===== config.mk =====
export PLATFORM = sky130hd
export DESIGN_NAME = spi_host_flags
export DESIGN_NICKNAME = d
export VERILOG_FILES = /design/src/rtl/spi_host_pkg.sv /design/src/rtl/spi_shift_engine.sv /design/src/rtl/spi_status_core.sv /design/src/rtl/spi_host_flags.sv
export SDC_FILE = /design/constraint.sdc
export NUM_CORES = 1
export LEC_CHECK = 0
export ABC_AREA = 1
export BUFFER_PORTS_ARGS = -buffer_cell sky130_fd_sc_hd__buf_2
export CAP_MARGIN = 30
export CORE_UTILIZATION = 40
export CTS_BUF_LIST = sky130_fd_sc_hd__clkbuf_16
export DETAILED_ROUTE_END_ITERATION = 8
export SLEW_MARGIN = 5
export SYNTH_ARGS = -nofsm -noshare
export SYNTH_HDL_FRONTEND = slang
export SYNTH_SLANG_ARGS = --single-unit

===== constraint.sdc =====
create_clock -name clk -period 3.6 [get_ports clk]
set_input_delay 0.18 -clock clk [delete_from_list [all_inputs] [get_ports clk]]
set_output_delay 0.18 -clock clk [all_outputs]
set_load 0.01 [all_outputs]

===== src/rtl/spi_host_pkg.sv =====
package spi_host_pkg;
  localparam int REG_W = 16;

  localparam logic [2:0] ADDR_RX   = 3'd0;
  localparam logic [2:0] ADDR_TX   = 3'd1;
  localparam logic [2:0] ADDR_STAT = 3'd2;
  localparam logic [2:0] ADDR_IEN  = 3'd3;
  localparam logic [2:0] ADDR_EOPV = 3'd4;

  localparam int BIT_ROE  = 3;
  localparam int BIT_TOE  = 4;
  localparam int BIT_TMT  = 5;
  localparam int BIT_TRDY = 6;
  localparam int BIT_RRDY = 7;
  localparam int BIT_ERR  = 8;
  localparam int BIT_EOP  = 9;

  localparam logic [REG_W-1:0] STAT_MASK = 16'h03F8;

  function automatic logic [REG_W-1:0] build_status(
      input logic roe, input logic toe, input logic tmt,
      input logic trdy, input logic rrdy, input logic eop);
    logic [REG_W-1:0] s;
    s = '0;
    s[BIT_ROE]  = roe;
    s[BIT_TOE]  = toe;
    s[BIT_TMT]  = tmt;
    s[BIT_TRDY] = trdy;
    s[BIT_RRDY] = rrdy;
    s[BIT_ERR]  = roe | toe;
    s[BIT_EOP]  = eop;
    return s;
  endfunction
endpackage


===== src/rtl/spi_shift_engine.sv =====
module spi_shift_engine #(
  parameter int DW       = 8,
  parameter int SCLK_DIV = 2
) (
  input  logic          clk,
  input  logic          rst_n,
  input  logic          start,
  input  logic [DW-1:0] tx_word,
  input  logic          miso,
  output logic          busy,
  output logic          done,
  output logic [DW-1:0] rx_word,
  output logic          sclk,
  output logic          mosi,
  output logic          ss_n
);
  localparam int CW = (SCLK_DIV > 1) ? $clog2(SCLK_DIV) : 1;
  localparam int BW = $clog2(DW + 1);

  logic [CW-1:0] div_q;
  logic [BW-1:0] bits_q;
  logic [DW-1:0] tx_sh, rx_sh;
  logic          sclk_q, busy_q, done_q;
  logic          tick;

  assign tick = (div_q == CW'(SCLK_DIV - 1));

  always_ff @(posedge clk or negedge rst_n) begin
    if (!rst_n) begin
      div_q  <= '0;
      bits_q <= '0;
      tx_sh  <= '0;
      rx_sh  <= '0;
      sclk_q <= 1'b0;
      busy_q <= 1'b0;
      done_q <= 1'b0;
    end else begin
      done_q <= 1'b0;
      if (!busy_q) begin
        if (start) begin
          busy_q <= 1'b1;
          tx_sh  <= tx_word;
          div_q  <= '0;
          bits_q <= '0;
          sclk_q <= 1'b0;
        end
      end else if (tick) begin
        div_q <= '0;
        if (!sclk_q) begin
          sclk_q <= 1'b1;
          rx_sh  <= {rx_sh[DW-2:0], miso};
          bits_q <= bits_q + 1'b1;
        end else begin
          sclk_q <= 1'b0;
          if (bits_q == BW'(DW)) begin
            busy_q <= 1'b0;
            done_q <= 1'b1;
          end else begin
            tx_sh <= {tx_sh[DW-2:0], 1'b0};
          end
        end
      end else begin
        div_q <= div_q + 1'b1;
      end
    end
  end

  assign busy    = busy_q;
  assign done    = done_q;
  assign rx_word = rx_sh;
  assign sclk    = sclk_q;
  assign mosi    = busy_q ? tx_sh[DW-1] : 1'b0;
  assign ss_n    = ~busy_q;
endmodule


===== src/rtl/spi_status_core.sv =====
module spi_status_core #(
  parameter int DW = 8
) (
  input  logic          clk,
  input  logic          rst_n,
  input  logic          tx_wr,
  input  logic [DW-1:0] tx_wdata,
  input  logic          load,
  input  logic          rx_rd,
  input  logic          rx_done,
  input  logic [DW-1:0] rx_word,
  input  logic          st_wr,
  input  logic [DW-1:0] eop_val,
  output logic          tx_full,
  output logic [DW-1:0] tx_buf,
  output logic          rx_full,
  output logic [DW-1:0] rx_buf,
  output logic          roe,
  output logic          toe,
  output logic          eop
);
  function automatic logic word_match(input logic [DW-1:0] a, input logic [DW-1:0] b);
    return a == b;
  endfunction

  logic tx_accept, tx_drop, rx_overrun, eop_hit;

  assign tx_accept  = tx_wr & ~tx_full;
  assign tx_drop    = tx_wr & tx_full;
  assign rx_overrun = rx_done & rx_full;
  assign eop_hit    = (rx_rd & word_match(rx_buf, eop_val)) |
                      (tx_wr & word_match(tx_wdata, eop_val));

  always_ff @(posedge clk or negedge rst_n) begin
    if (!rst_n) begin
      tx_full <= 1'b0;
      tx_buf  <= '0;
      rx_full <= 1'b0;
      rx_buf  <= '0;
      roe     <= 1'b0;
      toe     <= 1'b0;
      eop     <= 1'b0;
    end else begin
      if (tx_accept) begin
        tx_full <= 1'b1;
        tx_buf  <= tx_wdata;
      end else if (load) begin
        tx_full <= 1'b0;
      end

      if (rx_done) begin
        rx_buf  <= rx_word;
        rx_full <= 1'b1;
      end else if (rx_rd) begin
        rx_full <= 1'b0;
      end

      if (rx_overrun)  roe <= 1'b1;
      else if (st_wr)  roe <= 1'b0;
      if (tx_drop)     toe <= 1'b1;
      else if (st_wr)  toe <= 1'b0;
      if (eop_hit)     eop <= 1'b1;
      else if (st_wr)  eop <= 1'b0;
    end
  end
endmodule


===== src/rtl/spi_host_flags.sv =====
module spi_host_flags
  import spi_host_pkg::*;
#(
  parameter int DW       = 8,
  parameter int SCLK_DIV = 2
) (
  input  logic        clk,
  input  logic        rst_n,
  input  logic [2:0]  reg_addr,
  input  logic        reg_wr,
  input  logic        reg_rd,
  input  logic [15:0] reg_wdata,
  output logic [15:0] reg_rdata,
  output logic        irq,
  output logic        spi_sclk,
  output logic        spi_mosi,
  input  logic        spi_miso,
  output logic        spi_ss_n
);
  logic          tx_wr, rx_rd, st_wr, ie_wr, ev_wr, stat_rd;
  logic          tx_full, rx_full, roe, toe, eop;
  logic          busy, rx_done, load;
  logic [DW-1:0] tx_buf, rx_buf, rx_word, eop_val;
  logic [15:0]   ie, status;

  assign tx_wr   = reg_wr & (reg_addr == ADDR_TX);
  assign st_wr   = reg_wr & (reg_addr == ADDR_STAT);
  assign ie_wr   = reg_wr & (reg_addr == ADDR_IEN);
  assign ev_wr   = reg_wr & (reg_addr == ADDR_EOPV);
  assign rx_rd   = reg_rd & (reg_addr == ADDR_RX);
  assign stat_rd = reg_rd & (reg_addr == ADDR_STAT);
  assign load    = tx_full & ~busy;

  always_ff @(posedge clk or negedge rst_n) begin
    if (!rst_n) begin
      ie      <= '0;
      eop_val <= '0;
    end else begin
      if (ie_wr) ie <= reg_wdata & STAT_MASK;
      if (ev_wr) eop_val <= reg_wdata[DW-1:0];
    end
  end

  spi_status_core #(.DW(DW)) u_status (
    .clk(clk), .rst_n(rst_n),
    .tx_wr(tx_wr), .tx_wdata(reg_wdata[DW-1:0]), .load(load),
    .rx_rd(rx_rd), .rx_done(rx_done), .rx_word(rx_word),
    .st_wr(st_wr), .eop_val(eop_val),
    .tx_full(tx_full), .tx_buf(tx_buf), .rx_full(rx_full), .rx_buf(rx_buf),
    .roe(roe), .toe(toe), .eop(eop)
  );

  spi_shift_engine #(.DW(DW), .SCLK_DIV(SCLK_DIV)) u_engine (
    .clk(clk), .rst_n(rst_n),
    .start(load), .tx_word(tx_buf), .miso(spi_miso),
    .busy(busy), .done(rx_done), .rx_word(rx_word),
    .sclk(spi_sclk), .mosi(spi_mosi), .ss_n(spi_ss_n)
  );

  assign status = build_status(roe, toe, ~busy, ~tx_full, rx_full, eop);
  assign irq    = |(status & ie);

  always_comb begin
    case (reg_addr)
      ADDR_RX:   reg_rdata = 16'(rx_buf);
      ADDR_STAT: reg_rdata = status;
      ADDR_IEN:  reg_rdata = ie;
      ADDR_EOPV: reg_rdata = 16'(eop_val);
      default:   reg_rdata = '0;
    endcase
  end
endmodule


# Yosys cells after proc, flatten, opt, wreduce, memory -nomap -nowiden
# Index checks and enable logic that the tools add are counted.
[totals]
ff_bits = 60
inputBits = 24
output_inout_bits = 20
wordCells = 91
[op_classes]
n_addsub = 2
n_eq_ne = 11
muxes = 33
bitwise_logic = 17
n_reduce_logical = 12
[ops]
columns = ["op", "n"]
rows = [
  ["2-to-1 mux 8 bit", 5],
  ["case mux 10 bit (4 select lines)", 1],
  ["2-to-1 mux 1 bit", 23],
  ["equality test 8 bit", 2],
  ["2-to-1 mux 4 bit", 4],
  ["OR reduction 16 bit", 1],
  ["nonzero test 2 bit", 6],
  ["bitwise AND 1 bit", 11],
  ["bitwise AND 10 bit", 1],
  ["equality test 3 x 2 -> 1 bit (second input constant)", 2],
  ["AND reduction 3 bit", 2],
  ["adder 4 x 1 -> 4 bit (second input constant)", 1],
  ["equality test 4 bit (second input constant)", 1],
  ["!= test 2 x 1 -> 1 bit (second input constant)", 2],
  ["!= test 2 bit (second input constant)", 2],
  ["AND reduction 4 bit", 1],
  ["equality test 3 x 1 -> 1 bit (second input constant)", 1],
  ["equality test 3 bit (second input constant)", 1],
  ["zero test 3 bit", 1],
  ["inverter 1 bit", 3],
  ["OR 1 bit", 2],
  ["AND reduction 2 bit", 1],
  ["adder 1 bit (second input constant)", 1],
]

# Depth between registers and ports, before layout
[logic_depth]
word_depth = 5
depth_mapped = 9
ltp_nobuf = 8

# Hierarchy
# Synthesis repeated with hierarchy kept, for this count alone.
[unflattened]
hier_cells = 440
hier_area_um2 = 3326.9
[modules_own_cells]
columns = ["mod", "n_inst", "cells_each", "area_each_um2"]
rows = [
  ["spi_shift_engine", 1, 143, 1163.6],
  ["spi_host_flags", 1, 161, 1119.8],
  ["spi_status_core", 1, 136, 1043.5],
]

# Worst setup path after synthesis
# OpenSTA, ideal clock, no wires.
[synth_path]
kind = "reg-to-reg"
startpoint = "reg u_engine.bits_q[0]"
endpoint = "reg u_engine.tx_sh[7]"
setup_time_ns = 0.124
arrival_time_ns = 1.151
setup_slack_ns = 2.325
stages_incl_launch_ff = 9
path_buffers = 1
period_less_slack_ns = 1.275
cell_sequence = "dfrtp_1 inv_1 ha_1 nand3_1 nand4_1 nand2_2 buf_4 o211ai_1 nand2_1"
[synth_between]
elab_chain_cells = 3
[synth_lines]
columns = ["element", "line", "source"]
rows = [
  ["from (decl)", "spi_shift_engine.sv:21", "logic [BW-1:0] bits_q;"],
  ["from (signal assigned)", "spi_shift_engine.sv:52", "bits_q <= bits_q + 1'b1;"],
  ["equality test 4 bit", "spi_shift_engine.sv:55", "if (bits_q == BW'(DW)) begin"],
  ["!= test 2 bit (no source line)", "n/a", ""],
  ["AND reduction 4 bit (no source line)", "n/a", ""],
  ["to (signal assigned)", "spi_shift_engine.sv:42", "tx_sh <= tx_word;"],
  ["to (signal assigned)", "spi_shift_engine.sv:59", "tx_sh <= {tx_sh[DW-2:0], 1'b0};"],
  ["to (decl)", "spi_shift_engine.sv:22", "logic [DW-1:0] tx_sh, rx_sh;"],
]
# No other way between the ends.
# A chain may end at the register's enable or synchronous reset.

# Final worst setup path
[layout_path]
startpoint = "reg u_engine.busy_q, in the netlist u_engine.busy"
endpoint = "out irq"
[layout_between]
elab_chain_cells = 3
[layout_lines]
columns = ["element", "line", "source"]
rows = [
  ["from (decl)", "spi_shift_engine.sv:23", "logic sclk_q, busy_q, done_q;"],
  ["from (signal assigned)", "spi_shift_engine.sv:35", "busy_q <= 1'b0;"],
  ["from (signal assigned)", "spi_shift_engine.sv:41", "busy_q <= 1'b1;"],
  ["from (signal assigned)", "spi_shift_engine.sv:56", "busy_q <= 1'b0;"],
  ["inverter 1 bit", "spi_host_flags.sv:60", "assign status = build_status(roe, toe, ~busy, ~tx_full, rx_full, eop);"],
  ["bitwise AND 10 bit", "spi_host_flags.sv:61", "assign irq = |(status & ie);"],
  ["OR reduction 16 bit", "spi_host_flags.sv:61", ""],
  ["to (decl)", "spi_host_flags.sv:14", "output logic irq,"],
]
# No other way between the ends.

==> results.ini <==
[timing]
final.setup_skew_ns = 0.00693
period_minus_slack_ns = 1.65
final_max_slew_viol_count = 0
hold_violations = 37
setup_viol = 0
clock.fmax_mhz = 606
worstMarginPinSlew_ns = 0.865
min_period_over_period_pct = 45.8
rsz0062_at_grt = no
fin_setup_tns_ns = 0
hold_slack_ns = -0.0353
slew_headroom_pct = 42.4

[cts]
ctsHoldBuffers = 0
clockBufferDepth = 2
clock_latency_ns = 0.32
htree_levels = 3
clkSinkCount = 60
cts_setup_buffers = 0
ctsResizeCount = 0
numCtsBuffers = 9
path_clk_slew_ns = 0.05
cts_tree = built
root_buffer = clkbuf_16

[grt]
grt_max_degree = 39
antenna_found_initial = 0
grt_pass1_vias = 2199
grt_use_total_pct = 18.9
grt_pass1_wl_um = 10800
grt_overflow = 0

[floorplanning]
die-height_um = 87.7
core-area_sq_um = 6940
num_rows = 30
io_pins = 44
die-area_sq_um = 7690
die_x_um = 87.7
start_util_pct = 42.3

[drt]
num_vias = 2299
firstDrtPassIters = 4
vias_per_cell = 4.70
drtIter0Drc = 114
drcViolationCount = 0
totalWireLength_um = 6310
routedWlPerCell_um = 12.9
detail-route-antenna-nets = 0

[yosys]
synth_cells = 355
synth_edf_count = 0
ys_ff_latch = 60
ys_async_sr_fraction_pct = 100
synth.distinct_cells = 29
synthFlopType = dfrtp_1
syn_area_sq_um = 2940
ys_seq_area_share_pct = 51.1
syn_area_per_cell_sq_um = 8.28
yosysWarnings = 0

[worst_hold_path]
hold_path_class = in -> async

[finish]
diodes = 0
final_net_count = 414
area.growth.synth_to_final_pct = 17.0
fin_util_pct = 49.5
final_layout_size_suffix_gt1_share_pct = 16.8

[placement]
io_buffers = 31
place_congestion = 0.820
dp_hpwl_um = 4570

[critical_path]
crit_slowest_cell = dfrtp_1
slowest_delay_ns = 0.47
critPathArrivalTime_ns = 1.47
cp.required_ns = 3.42
cpMostUsedCell = nand2_1
reg2reg_from = u_engine.busy$_DFF_PN0_
critPathKind = reg -> out
path_cells = inv_2 -> nand2_1 -> nand2_1 -> nor2_1 -> nand4_1 -> buf_2
r2r-end = u_engine.bits_q[3]$_DFFE_PN0P_
critPathLaunchType = flip-flop
endpoint_kind = primary output
r2r_setup_slack_ns = 1.98
reg2reg_depth = 6
cp_max_fo = 19

[job]
maxCapViolCount = 0

[pwr]
cellLeakagePower_nw = 1.73
peakVddDrop_mv = 0.410
power.total_mw = 2.70
power.density_nw_per_um2 = 786

[run_status]
violations = hold timing
status = finished with violations

[layout make-up]
type / instances / area, sq um
multi-input combinational: 245 / 1200
inverter: 40 / 150
timing repair buffer: 32 / 163
clock inverter: 7 / 82.6
tap: 96 / 120
clock buffer: 9 / 225
fill: 700 / 3500
sequential: 60 / 1500
[Yosys cell counts, drive strengths merged (2+ instances only)]
master	instances	area, sq um
xnor2	10	87.6
a21oi	3	15.0
nor2	17	68.8
inv	40	150
nand4	2	12.5
nand2	126	490
buf	13	101
nand3	10	50.1
clkbuf	2	7.51
or2	2	12.5
o21ai	50	273
dfrtp	60	1500
a22o	3	26.3
ha	2	25.0
o2111ai	5	43.8
xor2	5	43.8
[cell usage in the layout, fill, tap and decap left out, types with 6 or more instances in the layout]
| master | n |
|---|---|
| buf_2 | 31 |
| clkbuf_16 | 9 |
| conb_1 | 6 |
| dfrtp_1 | 60 |
| inv_1 | 36 |
| nand2_1 | 121 |
| nand3_1 | 10 |
| nor2_1 | 15 |
| o21ai_0 | 38 |
| o21ai_1 | 6 |
| o21ai_2 | 6 |
| xnor2_1 | 10 |
[routing by layer]
layer  vias to the layer above  GRT usage [%]  share of wire [%]
li1                       1175              -                  -
met1                      1068           26.1                 49
met2                        45           28.2                 45
met3                        11           5.37                4.5
met4                         0           7.15                1.5
met5                         -              0                  0
[stage by stage]
step | instances | worst slack (ns) | cell area, sq um
after floorplan | 360 | 2.33 | 2960
after global placement | 473 | 1.99 | 3130
after detailed placement | 473 | 1.98 | 3130
after CTS | 489 | 1.92 | 3440
after global routing | 489 | 1.78 | 3440
final | 489 | 1.95 | 3440
[critical path, delay by kind of cell (launching register included)]
family | cells | cell delay, ns
DFF | 1 | 0.47
and+or+nand+nor | 4 | 0.34
buffers and inverters | 2 | 0.34
[sequential cells by signal, summed over array words and instances (netlist names)]
signal and count:
ie 7, u_status.tx_buf 8, u_engine.div_q 1, u_status.toe 1, u_status.eop 1, u_status.roe 1
u_status.rx_full 1, u_engine.tx_sh 8, u_engine.sclk 1, eop_val 8, u_status.rx_buf 8, u_engine.bits_q 4
u_engine.done 1, u_status.tx_full 1, u_engine.busy 1, u_engine.rx_word 8
[where the power goes]
group | internal [mW] | switching [mW]
clock | 0.596 | 0.294
sequential | 0.913 | 0.182
combinational | 0.276 | 0.441
total | 1.78 | 0.918
[how the worst max path moves through the flow]
stage / startpoint / endpoint / slack, ns / cells after the start
3_5_place_dp: u_engine.busy$_DFF_PN0_ / u_engine.bits_q[3]$_DFFE_PN0P_ / 1.98 / 6
2_1_floorplan: u_engine.bits_q[0]$_DFFE_PN0P_ / u_engine.tx_sh[7]$_DFFE_PN0P_ / 2.33 / 8
3_3_place_gp: u_engine.busy$_DFF_PN0_ / u_engine.bits_q[3]$_DFFE_PN0P_ / 1.99 / 6
6_report: u_engine.busy$_DFF_PN0_ / irq / 1.95 / 6
4_1_cts: u_engine.busy$_DFF_PN0_ / irq / 1.92 / 6
5_1_grt: u_engine.busy$_DFF_PN0_ / u_engine.bits_q[3]$_DFFE_PN0P_ / 1.78 / 6
[cells by family (layout without fill, tap and decap cells)]
kind of cell	count (synthesis)	count (layout)	share of synthesized area [%]
AND/OR/NAND/NOR	158	158	21.8
AO/OA/AOI/OAI	64	64	12.9
flip-flops	60	60	51.1
buffers and inverters	55	88	8.81
XOR/XNOR	15	15	4.47
adder cells (fa/ha/maj)	2	2	0.851
other	1	6	0.128
(Power assumes the default switching activity.)
